## src/rtl/exc_pkg.sv

```systemverilog
package exc_pkg;
   localparam int CAUSE_W = 3;
   localparam int N_SLOT  = 4;

   typedef enum logic [CAUSE_W-1:0] {
      EXC_NONE  = 3'd0,
      EXC_ILL   = 3'd1,
      EXC_OVF   = 3'd2,
      EXC_TGT   = 3'd3,
      EXC_DADDR = 3'd4
   } exc_code_e;

   localparam int SLOT_IF  = 0;
   localparam int SLOT_ID  = 1;
   localparam int SLOT_EX  = 2;
   localparam int SLOT_MEM = 3;
endpackage

```

## src/rtl/exc_prio.sv

```systemverilog
module exc_prio
   import exc_pkg::*;
#(
   parameter int AW = 32
) (
   input  logic              id_vld,
   input  logic              id_ill,
   input  logic [AW-1:0]     id_pc,
   input  logic              ex_vld,
   input  logic              ex_ovf,
   input  logic              ex_bad_tgt,
   input  logic [AW-1:0]     ex_pc,
   input  logic              mem_vld,
   input  logic              mem_bad_addr,
   input  logic [AW-1:0]     mem_pc,
   output logic              hit_o,
   output exc_code_e         code_o,
   output logic [AW-1:0]     pc_o,
   output logic [N_SLOT-1:0] mask_o
);
   localparam int SW = $clog2(N_SLOT);

   logic [SW-1:0] slot;

   // later assignments override earlier ones: deeper stage wins
   always_comb begin
      hit_o  = 1'b0;
      code_o = EXC_NONE;
      pc_o   = '0;
      slot   = '0;
      if (id_vld && id_ill) begin
         hit_o  = 1'b1;
         code_o = EXC_ILL;
         pc_o   = id_pc;
         slot   = SW'(SLOT_ID);
      end
      if (ex_vld && ex_bad_tgt) begin
         hit_o  = 1'b1;
         code_o = EXC_TGT;
         pc_o   = ex_pc;
         slot   = SW'(SLOT_EX);
      end
      if (ex_vld && ex_ovf) begin
         hit_o  = 1'b1;
         code_o = EXC_OVF;
         pc_o   = ex_pc;
         slot   = SW'(SLOT_EX);
      end
      if (mem_vld && mem_bad_addr) begin
         hit_o  = 1'b1;
         code_o = EXC_DADDR;
         pc_o   = mem_pc;
         slot   = SW'(SLOT_MEM);
      end
   end

   for (genvar g = 0; g < N_SLOT; g++) begin : g_mask
      assign mask_o[g] = hit_o && (SW'(g) <= slot);
   end
endmodule

```

## src/rtl/exc_capture.sv

```systemverilog
module exc_capture
   import exc_pkg::*;
#(
   parameter int AW = 32
) (
   input  logic               clk,
   input  logic               rst_n,
   input  logic               load_i,
   input  exc_code_e          code_i,
   input  logic [AW-1:0]      pc_i,
   output logic [CAUSE_W-1:0] cause_q,
   output logic [AW-1:0]      epc_q
);
   always_ff @(posedge clk or negedge rst_n) begin
      if (!rst_n) begin
         cause_q <= '0;
         epc_q   <= '0;
      end else if (load_i) begin
         cause_q <= code_i;
         epc_q   <= pc_i;
      end
   end
endmodule

```

## src/rtl/exc_redirect.sv

```systemverilog
module exc_redirect
   import exc_pkg::*;
#(
   parameter int          AW       = 32,
   parameter bit          VECTORED = 1'b0,
   parameter logic [AW-1:0] FIX_VEC  = '0,
   parameter logic [AW-1:0] ILL_VEC  = '0,
   parameter logic [AW-1:0] TBL_BASE = '0
) (
   input  logic          clk,
   input  logic          rst_n,
   input  logic          det_i,
   input  exc_code_e     code_i,
   input  logic          rsp_vld_i,
   input  logic [AW-1:0] rsp_data_i,
   output logic          busy_o,
   output logic          redir_vld_o,
   output logic [AW-1:0] redir_pc_o,
   output logic          rd_req_o,
   output logic [AW-1:0] rd_addr_o
);
   if (VECTORED) begin : g_table
      logic wait_q;

      always_ff @(posedge clk or negedge rst_n) begin
         if (!rst_n)         wait_q <= 1'b0;
         else if (det_i)     wait_q <= 1'b1;
         else if (rsp_vld_i) wait_q <= 1'b0;
      end

      assign busy_o      = wait_q;
      assign rd_req_o    = det_i;
      assign rd_addr_o   = TBL_BASE + (AW'(code_i) << 2);
      assign redir_vld_o = wait_q && rsp_vld_i;
      assign redir_pc_o  = rsp_data_i;
   end else begin : g_direct
      logic unused_rsp;
      assign unused_rsp  = ^{clk, rst_n, rsp_vld_i, rsp_data_i};
      assign busy_o      = 1'b0;
      assign rd_req_o    = 1'b0;
      assign rd_addr_o   = '0;
      assign redir_vld_o = det_i;
      assign redir_pc_o  = (code_i == EXC_ILL) ? ILL_VEC : FIX_VEC;
   end
endmodule

```

## src/rtl/exc_ctrl.sv

```systemverilog
module exc_ctrl
   import exc_pkg::*;
#(
   parameter int            AW       = 32,
   parameter bit            VECTORED = 1'b0,
   parameter logic [AW-1:0] FIX_VEC  = 32'hFFFF_F000,
   parameter logic [AW-1:0] ILL_VEC  = 32'h0000_0010,
   parameter logic [AW-1:0] TBL_BASE = 32'h0000_2000
) (
   input  logic               clk,
   input  logic               rst_n,
   input  logic               id_vld,
   input  logic               id_ill,
   input  logic [AW-1:0]      id_pc,
   input  logic               ex_vld,
   input  logic               ex_ovf,
   input  logic               ex_bad_tgt,
   input  logic [AW-1:0]      ex_pc,
   input  logic               mem_vld,
   input  logic               mem_bad_addr,
   input  logic [AW-1:0]      mem_pc,
   output logic [3:0]         kill,
   output logic               pc_hold,
   output logic               redir_vld,
   output logic [AW-1:0]      redir_pc,
   output logic               rd_req,
   output logic [AW-1:0]      rd_addr,
   input  logic               rd_rsp_vld,
   input  logic [AW-1:0]      rd_rsp_data,
   output logic [2:0]         cause_q,
   output logic [AW-1:0]      epc_q
);
   if (AW < 8) begin : g_aw_chk
      $error("exc_ctrl: AW must be at least 8");
   end
   if (FIX_VEC[1:0] != 2'b00 || ILL_VEC[1:0] != 2'b00 || TBL_BASE[1:0] != 2'b00) begin : g_align_chk
      $error("exc_ctrl: vector addresses must be word aligned");
   end

   logic              hit;
   logic              det;
   logic              busy;
   exc_code_e         code;
   logic [AW-1:0]     fpc;
   logic [N_SLOT-1:0] mask;

   exc_prio #(.AW(AW)) u_prio (
      .id_vld       (id_vld),
      .id_ill       (id_ill),
      .id_pc        (id_pc),
      .ex_vld       (ex_vld),
      .ex_ovf       (ex_ovf),
      .ex_bad_tgt   (ex_bad_tgt),
      .ex_pc        (ex_pc),
      .mem_vld      (mem_vld),
      .mem_bad_addr (mem_bad_addr),
      .mem_pc       (mem_pc),
      .hit_o        (hit),
      .code_o       (code),
      .pc_o         (fpc),
      .mask_o       (mask)
   );

   assign det = hit && !busy;

   exc_capture #(.AW(AW)) u_cap (
      .clk     (clk),
      .rst_n   (rst_n),
      .load_i  (det),
      .code_i  (code),
      .pc_i    (fpc),
      .cause_q (cause_q),
      .epc_q   (epc_q)
   );

   exc_redirect #(
      .AW       (AW),
      .VECTORED (VECTORED),
      .FIX_VEC  (FIX_VEC),
      .ILL_VEC  (ILL_VEC),
      .TBL_BASE (TBL_BASE)
   ) u_redir (
      .clk         (clk),
      .rst_n       (rst_n),
      .det_i       (det),
      .code_i      (code),
      .rsp_vld_i   (rd_rsp_vld),
      .rsp_data_i  (rd_rsp_data),
      .busy_o      (busy),
      .redir_vld_o (redir_vld),
      .redir_pc_o  (redir_pc),
      .rd_req_o    (rd_req),
      .rd_addr_o   (rd_addr)
   );

   assign pc_hold = busy;
   assign kill    = busy ? 4'b0001 : (det ? mask : 4'b0000);
endmodule

```

## config.mk

```make
export PLATFORM = sky130hd
export DESIGN_NAME = exc_ctrl
export DESIGN_NICKNAME = d
export VERILOG_FILES = /design/src/rtl/exc_pkg.sv /design/src/rtl/exc_prio.sv /design/src/rtl/exc_capture.sv /design/src/rtl/exc_redirect.sv /design/src/rtl/exc_ctrl.sv
export SDC_FILE = /design/constraint.sdc
export NUM_CORES = 1
export LEC_CHECK = 0
export BUFFER_PORTS_ARGS = -buffer_cell sky130_fd_sc_hd__buf_2
export CAP_MARGIN = 15
export CORE_AREA = 2 2 94 96
export DETAILED_ROUTE_END_ITERATION = 8
export DIE_AREA = 0 0 96 98
export GPL_ROUTABILITY_DRIVEN = 0
export PLACE_DENSITY = 0.69
export SYNTH_ARGS = -nofsm -noshare
export SYNTH_HDL_FRONTEND = slang
export SYNTH_HIERARCHICAL = 1
export SYNTH_SLANG_ARGS = --single-unit
```

## constraint.sdc

```tcl
create_clock -name clk -period 1.9 [get_ports clk]
set_input_delay 0.19 -clock clk [delete_from_list [all_inputs] [get_ports clk]]
set_output_delay 0.19 -clock clk [all_outputs]
set_load 0.05 [all_outputs]
```

# Yosys cells after proc, flatten, opt, wreduce, memory -nomap -nowiden
# Cells that the tools add are included.
classes:
  order_cmp: 4
  eq_ne: 1
  n_mux: 18
  n_reduce_logical: 8
ops:
  columns: ["operator", "count"]
  rows:
  - ["$mux W32", 5]
  - ["$mux W2", 5]
  - ["$logic_and A1 B1 Y1", 8]
  - ["$mux W1", 6]
  - ["$le A1 B2 Y1 const A", 2]
  - ["$le A2 B2 Y1 const A", 2]
  - ["$mux W4", 1]
  - ["$eq A3 B1 Y1 const B", 1]
  - ["$mux W3", 1]
totals:
  ff_bits: 35
  input_bits: 138
  out_inout_bits: 106
  wordCells: 33

# Longest topological paths before layout
# Gate-level depths: netlist (run 1).
logic_depth:
  depth_word: 8
  mapped_depth: 7
  mapped_depth_nobuf: 5

# Cells and area by module
# The synthesis (run 1) kept the hierarchy.
modules_own_cells:
  columns: ["mod", "n_inst", "cells_each", "area_per_inst_um2", "seq_area_each_um2"]
  rows:
  - ["exc_capture", 1, 74, 1453.9, 875.8]
  - ["exc_prio", 1, 90, 739.5, 0.0]
  - ["exc_redirect", 1, 68, 508.0, 0.0]
  - ["exc_ctrl", 1, 5, 41.3, 0.0]

# Worst setup path before layout (run 1)
# OpenSTA, ideal clock, no wires.
synth_timing:
  path_type: "in2out"
  startpoint: "in mem_vld"
  endpoint: "out redir_pc[4]"
  arrival_ns: 1.987
  required_time_ns: 1.710
  path_slack_ns: -0.277
  path_stages: 5
  path_buffers: 1
  cell_sequence: "nand2_2 > inv_2 > buf_6 > a221oi_1 > nor3b_1"
synth_via:
  elab_chain_cells: 4
synth_rtl:
  columns: ["element", "line_no", "rtl"]
  rows:
  - ["start, declared", "exc_ctrl.sv:19", "input logic mem_vld,"]
  - ["$logic_and A1 B1 Y1", "exc_prio.sv:49", "if (mem_vld && mem_bad_addr) begin"]
  - ["$mux W3", "exc_prio.sv:49", null]
  - ["net code[2]", "exc_ctrl.sv:43", "exc_code_e code;"]
  - ["$eq A3 B1 Y1", "exc_redirect.sv:43", "assign redir_pc_o = (code_i == EXC_ILL) ? ILL_VEC : FIX_VEC;"]
  - ["$mux W32", "exc_redirect.sv:43", null]
  - ["end, declared", "exc_ctrl.sv:25", "output logic [AW-1:0] redir_pc,"]
# The timed path passes the listed nets, and every way through them passes these cells.

# Final worst setup path (run 1)
layout_timing:
  startpoint: "in ex_bad_tgt"
  endpoint: "reg u_cap.epc_q[9]"
layout_via:
  elab_chain_cells: 4
  elab_cells_between_ends: 7
  classes_between: "mux (6); reduce/logical (1)"
layout_rtl:
  columns: ["element", "line_no", "rtl"]
  rows:
  - ["start, declared", "exc_ctrl.sv:17", "input logic ex_bad_tgt,"]
  - ["$logic_and A1 B1 Y1", "exc_prio.sv:37", "if (ex_vld && ex_bad_tgt) begin"]
  - ["$mux W32", "exc_prio.sv:37", null]
  - ["$mux W32", "exc_prio.sv:43", "if (ex_vld && ex_ovf) begin"]
  - ["$mux W32", "exc_prio.sv:49", null]
  - ["net fpc[9]", "exc_ctrl.sv:44", "logic [AW-1:0] fpc;"]
  - ["end signal, assigned", "exc_capture.sv:20", "epc_q <= pc_i;"]
  - ["end, declared", "exc_capture.sv:12", "output logic [AW-1:0] epc_q"]
# The timed path passes the listed nets, and every way through them passes these cells.
# A chain may end at the register's enable or synchronous reset.

==> summary.md, run 1 <==
| Metric | Value |
|---|---|
| Run status | `finished, violations left` |
| Failing checks | `negative hold slack` |
| Global Route Usage Sum | `14.1%` |
| Hold Vio Cnt, Final | `20` |
| Synth area leaders | `dfrtp_1, buf_4, mux2_4` |
| First-pass GRT wire length | `10500 um` |
| CTS sink cnt | `35` |
| Top sig layer | `met4` |
| Final Setup Violations | `0` |
| Starting Density | `32.4%` |
| Register area share after synthesis | `31.9%` |
| YS warnings | `6` |
| Die area | `9410 um2` |
| Diodes inserted | `0` |
| Layout cell share with drive strength beyond 1 | `60.9%` |
| NumNets Final | `521` |
| Crit end category | `flop` |
| Cell Count Post-Placement | `483` |
| Crit-path cells | `buf_2, o21a_4, nor3_4, buf_4, a221o_1, mux2_4` |
| Max transition margin | `27.0%` |
| Pwr per Cell Area | `929 nW/um2` |
| Drt first pass iters | `4` |
| H-tree depth | `2` |
| Worst VDD drop | `318 uV` |
| Worst-path maximum fanout | `24` |
| Site row count | `34` |
| Worst Setup SP | `ex_bad_tgt` |
| Actual slew at the worst max-slew pin | `1.09 ns` |
| Leakage power | `0.00199 uW` |
| Critical Path AT | `2.04 ns` |
| Hpwl dp | `5280 um` |
| Highest Clock Rate | `552 MHz` |
| Worst EP required | `2.13 ns` |
| Synth Instances | `237` |
| Finished Cell Area | `3440 um2` |
| Setup ws final | `0.0886 ns` |
| Width of the die | `96 um` |
| Synth area leader | `dfrtp_1` |
| Routed len/inst | `14.6 um` |
| DRC Markers | `0` |
| Finished Core Util | `40.6%` |
| Vias in the first global route | `2107` |
| Max clock buf depth | `2` |
| Critical path's top delay family | `simple AND/OR/NAND/NOR gates` |
| Initial antenna violation count | `0` |
| Hold buffers post-CTS | `0` |
| Startpoint types | `primary input` |
| Largest net degree at the start of global routing | `36` |
| Critical path class | `primary input to flop` |
| # Max-Cap Violations | `0` |
| PortBufs | `165` |
| Top Ports | `244` |
| Fin crit share | `95.3%` |
| Remaining antenna violation count after routing | `0` |
| Grt total ovfl | `0` |
| CTS buffer count | `5` |
| Detailed Route Iter0 Violations | `70` |
| Via count | `2303` |
| Critical-path top delay cell | `nor3_4` |
| Post-Syn Area | `2740 um2` |
| Clock Latency Late Sink | `0.28 ns` |
| Placed cell area | `3310 um2` |
| Max-slew violations | `0` |
| Layout Cells excl Fill | `492` |
| Clock transition at path regs | `0.08 ns` |
| Max stage delay on crit path | `0.87 ns` |
| Synth cell types | `28` |
| Skew final | `0 ns` |
| Post-placement setup slack | `-0.223 ns` |
| Sum of buffers and inverters on the critical path | `2` |
| Synth Area per Inst | `11.6 um2` |
| Area of the core | `8470 um2` |
| Most frequent cells in the layout | `buf_2, conb_1, dfrtp_1` |
| Share of the synthesized area in the top cell type | `31.9%` |
| Metal2 WL | `3640 um` |
| Period minus WS final | `1.81 ns` |
| Commonest non-fill, non-tap cell in the layout | `buf_2` |
| WL met3 | `546 um` |
| Hold Slack | `-0.00680 ns` |
| Area grow syn2layout | `25.3%` |
| Number of synthesized register bits | `35` |
| Post-Route M1 WL | `2930 um` |
| Final wirelength | `7170 um` |
| Reg2Reg Launch Point | `u_cap/epc_q[22]` |
| CTS root buffer | `clkbuf_8` |
| Chip Height | `98 um` |
| TritonCTS clock tree | `done` |
| Vias/cell | `4.68` |
| Hold Path Class | `primary input to async pin` |
-- path summary, 6_finish.rpt --
check | endpoint | slack [ns] | depth (start not counted)
worst max-delay path | u_cap/epc_q[9] | 0.09 | 6
worst min-delay path | u_cap/epc_q[19] | -0.007 | 1
worst max register to register | u_cap/epc_q[22] | 1.12 | 1
worst min register to register | u_cap/epc_q[1] | 0.51 | 1
max in group asynchronous | u_cap/epc_q[26] | 1.39 | 1
min in group clk | u_cap/epc_q[1] | 0.25 | 3
-- power by group --
part / switching (uW) / internal, uW
sequential: 68.9 / 878
combinational: 1090 / 480
clock: 283 / 391
-- registers in the layout (all words and copies together), names as in the netlist --
| signal | count |
|---|---|
| u_cap/cause_q | 3 |
| u_cap/epc_q | 32 |
-- cell usage after synthesis --
cell,number
buf_4,67
dfrtp_1,35
a221o_1,30
and3_1,30
mux2_4,30
buf_6,8
mux2_2,5
and3b_1,3
buf_12,3
nand2_1,3
a221o_2,2
and3_2,2
clkbuf_1,2
clkbuf_8,2
nand3_1,2
a21o_2,1
a221oi_1,1
clkbuf_2,1
conb_1,1
inv_2,1
nand2_2,1
nor2_1,1
nor2b_1,1
nor3_4,1
nor3b_1,1
o21a_4,1
o21ai_0,1
or3b_1,1
-- per-stage QoR --
step                      hold WS [ns]  power, uW  setup TNS, ns
after detailed placement         0.330       2530          -2.39
final                         -0.00680       3190              0
after global routing            0.0516       3350        -0.0107
after floorplan                 -0.106       2290              0
after CTS                      0.00730       3240              0
after global placement           0.318       2510          -1.40
-- cell families (layout without fill, tap and decap cells) --
family                 after synthesis  after routing  synth area share, %
AOI/OAI and AO/OA                   36             36                 13.1
buffers and inverters               84            186                 25.4
DFF                                 35             35                 31.9
muxes                               35             35                 18.5
other                                1             45                0.137
and+or+nand+nor                     46             47                 10.9
-- cell type report --
| class | instances | area [um2] |
|---|---|---|
| clock buffers | 5 | 68.8 |
| clock inverters | 3 | 43.8 |
| fillers | 872 | 5030 |
| inverters | 1 | 3.75 |
| multi-input cells | 163 | 1370 |
| flip-flops and latches | 35 | 876 |
| well taps | 108 | 135 |
| repair buffers | 177 | 941 |
-- metal layers --
metal	up-vias	GRT usage (%)
met5	-	0
met4	0	3.63
met3	4	2.55
met2	122	24.6
met1	1113	17.7
li1	1064	-
-- repair_timing --
action,CTS,global route
gates resized for setup,0,2
setup endpoints to repair,0,20
endpoints found under the hold margin,0,0
buffers inserted,0,0
No activity file was read; power rests on OpenSTA's default activity.
==> run 2, diff against run 1 <==
- PLACE_DENSITY: 0.69 -> 0.72
==> summary.md, run 2 (synthesis gave the netlist of run 1 again) <==
| Metric | Value |
|---|---|
| Run status | `finished, violations left (unchanged)` |
| Failing checks | `negative hold slack (unchanged)` |
| Width of the die | `96 um (unchanged)` |
| H-tree depth | `2 (unchanged)` |
| Layout cell share with drive strength beyond 1 | `60.2% (was 60.9%)` |
| Leakage power | `0.00197 uW (was 0.00199 uW)` |
| Hold Slack | `-0.00969 ns (was -0.00680 ns)` |
| Crit-path cells | `buf_2, o21ai_0, nor2_1, or3b_4, buf_2 (was buf_2, o21a_4, nor3_4, buf_4, a221o_1, mux2_4)` |
| Setup bufs post-CTS | `0 (unchanged)` |
| Routed len/inst | `14.5 um (was 14.6 um)` |
| Area grow syn2layout | `23.9% (was 25.3%)` |
| Critical path class | `primary input to primary output (was primary input to flop)` |
| Fin crit share | `92.6% (was 95.3%)` |
| DRC Markers | `0 (unchanged)` |
| NumNets Final | `516 (was 521)` |
| Skew final | `0 ns (unchanged)` |
| FF-to-FF setup slack | `1.11 ns (was 1.12 ns)` |
| Area of the core | `8470 um2 (unchanged)` |
| Top flop regs | `u_cap/epc_q (32), u_cap/cause_q (3) (unchanged)` |
| CTS root buffer | `clkbuf_8 (unchanged)` |
| Worst EP required | `1.71 ns (was 2.13 ns)` |
| Site row count | `34 (unchanged)` |
| Top Ports | `244 (unchanged)` |
| Design Power | `3210 uW (was 3190 uW)` |
| Reg2Reg Launch Point | `u_cap/epc_q[19] (was u_cap/epc_q[22])` |
| First-pass GRT wire length | `10300 um (was 10500 um)` |
| TritonCTS clock tree | `done (unchanged)` |
| Grt total ovfl | `0 (unchanged)` |
| Period minus WS final | `1.76 ns (was 1.81 ns)` |
| Worst-path maximum fanout | `20 (was 24)` |
| Worst Setup SP | `ex_bad_tgt (unchanged)` |
| Global Route Usage Sum | `13.9% (was 14.1%)` |
| PortBufs | `165 (unchanged)` |
| Max clock buf depth | `2 (unchanged)` |
| Vias in the first global route | `2090 (was 2107)` |
| Max stage delay on crit path | `0.52 ns (was 0.87 ns)` |
| Finished Cell Area | `3400 um2 (was 3440 um2)` |
| Starting Density | `32.4% (unchanged)` |
| Pwr per Cell Area | `944 nW/um2 (was 929 nW/um2)` |
| Detailed Route Iter0 Violations | `38 (was 70)` |
| Placed cell area | `3280 um2 (was 3310 um2)` |
| Hold Vio Cnt, Final | `5 (was 20)` |
| Via count | `2243 (was 2303)` |
| Largest net degree at the start of global routing | `36 (unchanged)` |
| Remaining antenna violation count after routing | `0 (unchanged)` |
| Worst VDD drop | `296 uV (was 318 uV)` |
| CTS buffer count | `5 (unchanged)` |
| Hold Path Class | `primary input to async pin (unchanged)` |
| Drt first pass iters | `4 (unchanged)` |
| Actual slew at the worst max-slew pin | `0.850 ns (was 1.09 ns)` |
| Most frequent cells in the layout | `buf_2, conb_1, dfrtp_1 (unchanged)` |
| Critical Path AT | `1.57 ns (was 2.04 ns)` |
| # Max-Cap Violations | `0 (unchanged)` |
| TNS Setup | `0 ns (unchanged)` |
| Commonest non-fill, non-tap cell in the layout | `buf_2 (unchanged)` |
| Startpoint types | `primary input (unchanged)` |
| Crit end category | `primary output (was flop)` |
| Final wirelength | `7060 um (was 7170 um)` |
| Sum of buffers and inverters on the critical path | `2 (unchanged)` |
| Vias/cell | `4.61 (was 4.68)` |
| Die area | `9410 um2 (unchanged)` |
| Diodes inserted | `0 (unchanged)` |
| Max-slew violations | `0 (unchanged)` |
| Highest Clock Rate | `568 MHz (was 552 MHz)` |
| Final Setup Violations | `0 (unchanged)` |
| Chip Height | `98 um (unchanged)` |
| Critical-path top delay cell | `or3b_4 (was nor3_4)` |
| Fillers | `840 (was 872)` |
| R2R Path End | `u_cap/epc_q[19] (was u_cap/epc_q[22])` |
| Max FFs per register | `32 (unchanged)` |
| Max transition margin | `43.2% (was 27.0%)` |
| Register-to-Register Path Depth | `1 (unchanged)` |
| Critical path's top delay family | `simple AND/OR/NAND/NOR gates (unchanged)` |
| Hpwl dp | `5200 um (was 5280 um)` |
| Clock transition at path regs | `0.07 ns (was 0.08 ns)` |
| Cell Count Post-Placement | `479 (was 483)` |
| Layout Cells excl Fill | `487 (was 492)` |
| RSZ-0062 raised after global routing | `false` |
| CTS sink cnt | `35 (unchanged)` |
| Clock Latency Late Sink | `0.28 ns (about the same)` |
| Initial antenna violation count | `0 (unchanged)` |
| Most frequent CP cell | `buf_2` |
| Reg with most FFs | `u_cap/epc_q (unchanged)` |
[run 2: cell types whose count changed in the layout (fill, tap and decap cells not counted), sizes merged]
cell / previous run / this run
clkbuf: 5 / 6
or3b: 2 / 1
buf: 177 / 173
clkinv: 2 / 1
[run 2: area by class of cell]
type                    instances  area [um2]  area share (%)
multi-input cells             162        1350            39.7
flip-flops and latches         35         876            25.8
inverters                       1        3.75           0.110
clock buffers                   6        82.6            2.43
clock inverters                 2        35.0            1.03
well taps                     108         135            3.98
repair buffers                173         915            26.9
[run 2: report_power, final]
part | internal (uW) | switching, uW
sequential | 878 | 70.8
combinational | 472 | 1090
clock | 425 | 274
total | 1770 | 1430
[run 2: per-stage QoR]
stage / hold WS, ns / setup WS, ns / util (%)
global placement: 0.320 / -0.0241 / 38.7
floorplan: -0.106 / 0.110 / -
global route: 0.0516 / 0.0646 / 40.1
finish: -0.00969 / 0.140 / 40.1
detailed placement: 0.340 / -0.0704 / 38.7
CTS: 0.0166 / 0.0622 / 40.1
[run 2: routing by layer]
metal | global-route usage [%] | share of wire [%]
met1 | 15.7 | 39
met2 | 26.1 | 52
met3 | 2.01 | 7.8
met4 | 4.18 | 1.1
met5 | 0 | 0
[run 2: timing repair]
action / in CTS / in global routing
setup endpoints to repair: 0 / 20
resized for setup: 0 / 1
hold buffers: 0 / 0
[run 2: how the worst max path moves through the flow]
stage | to | cells past startpoint
global route | redir_pc[13] | 7
finish | redir_pc[19] | 5
CTS | redir_pc[18] | 7
global placement | u_cap/epc_q[1] | 6
detailed placement | u_cap/epc_q[1] | 6
floorplan | redir_pc[13] | 6
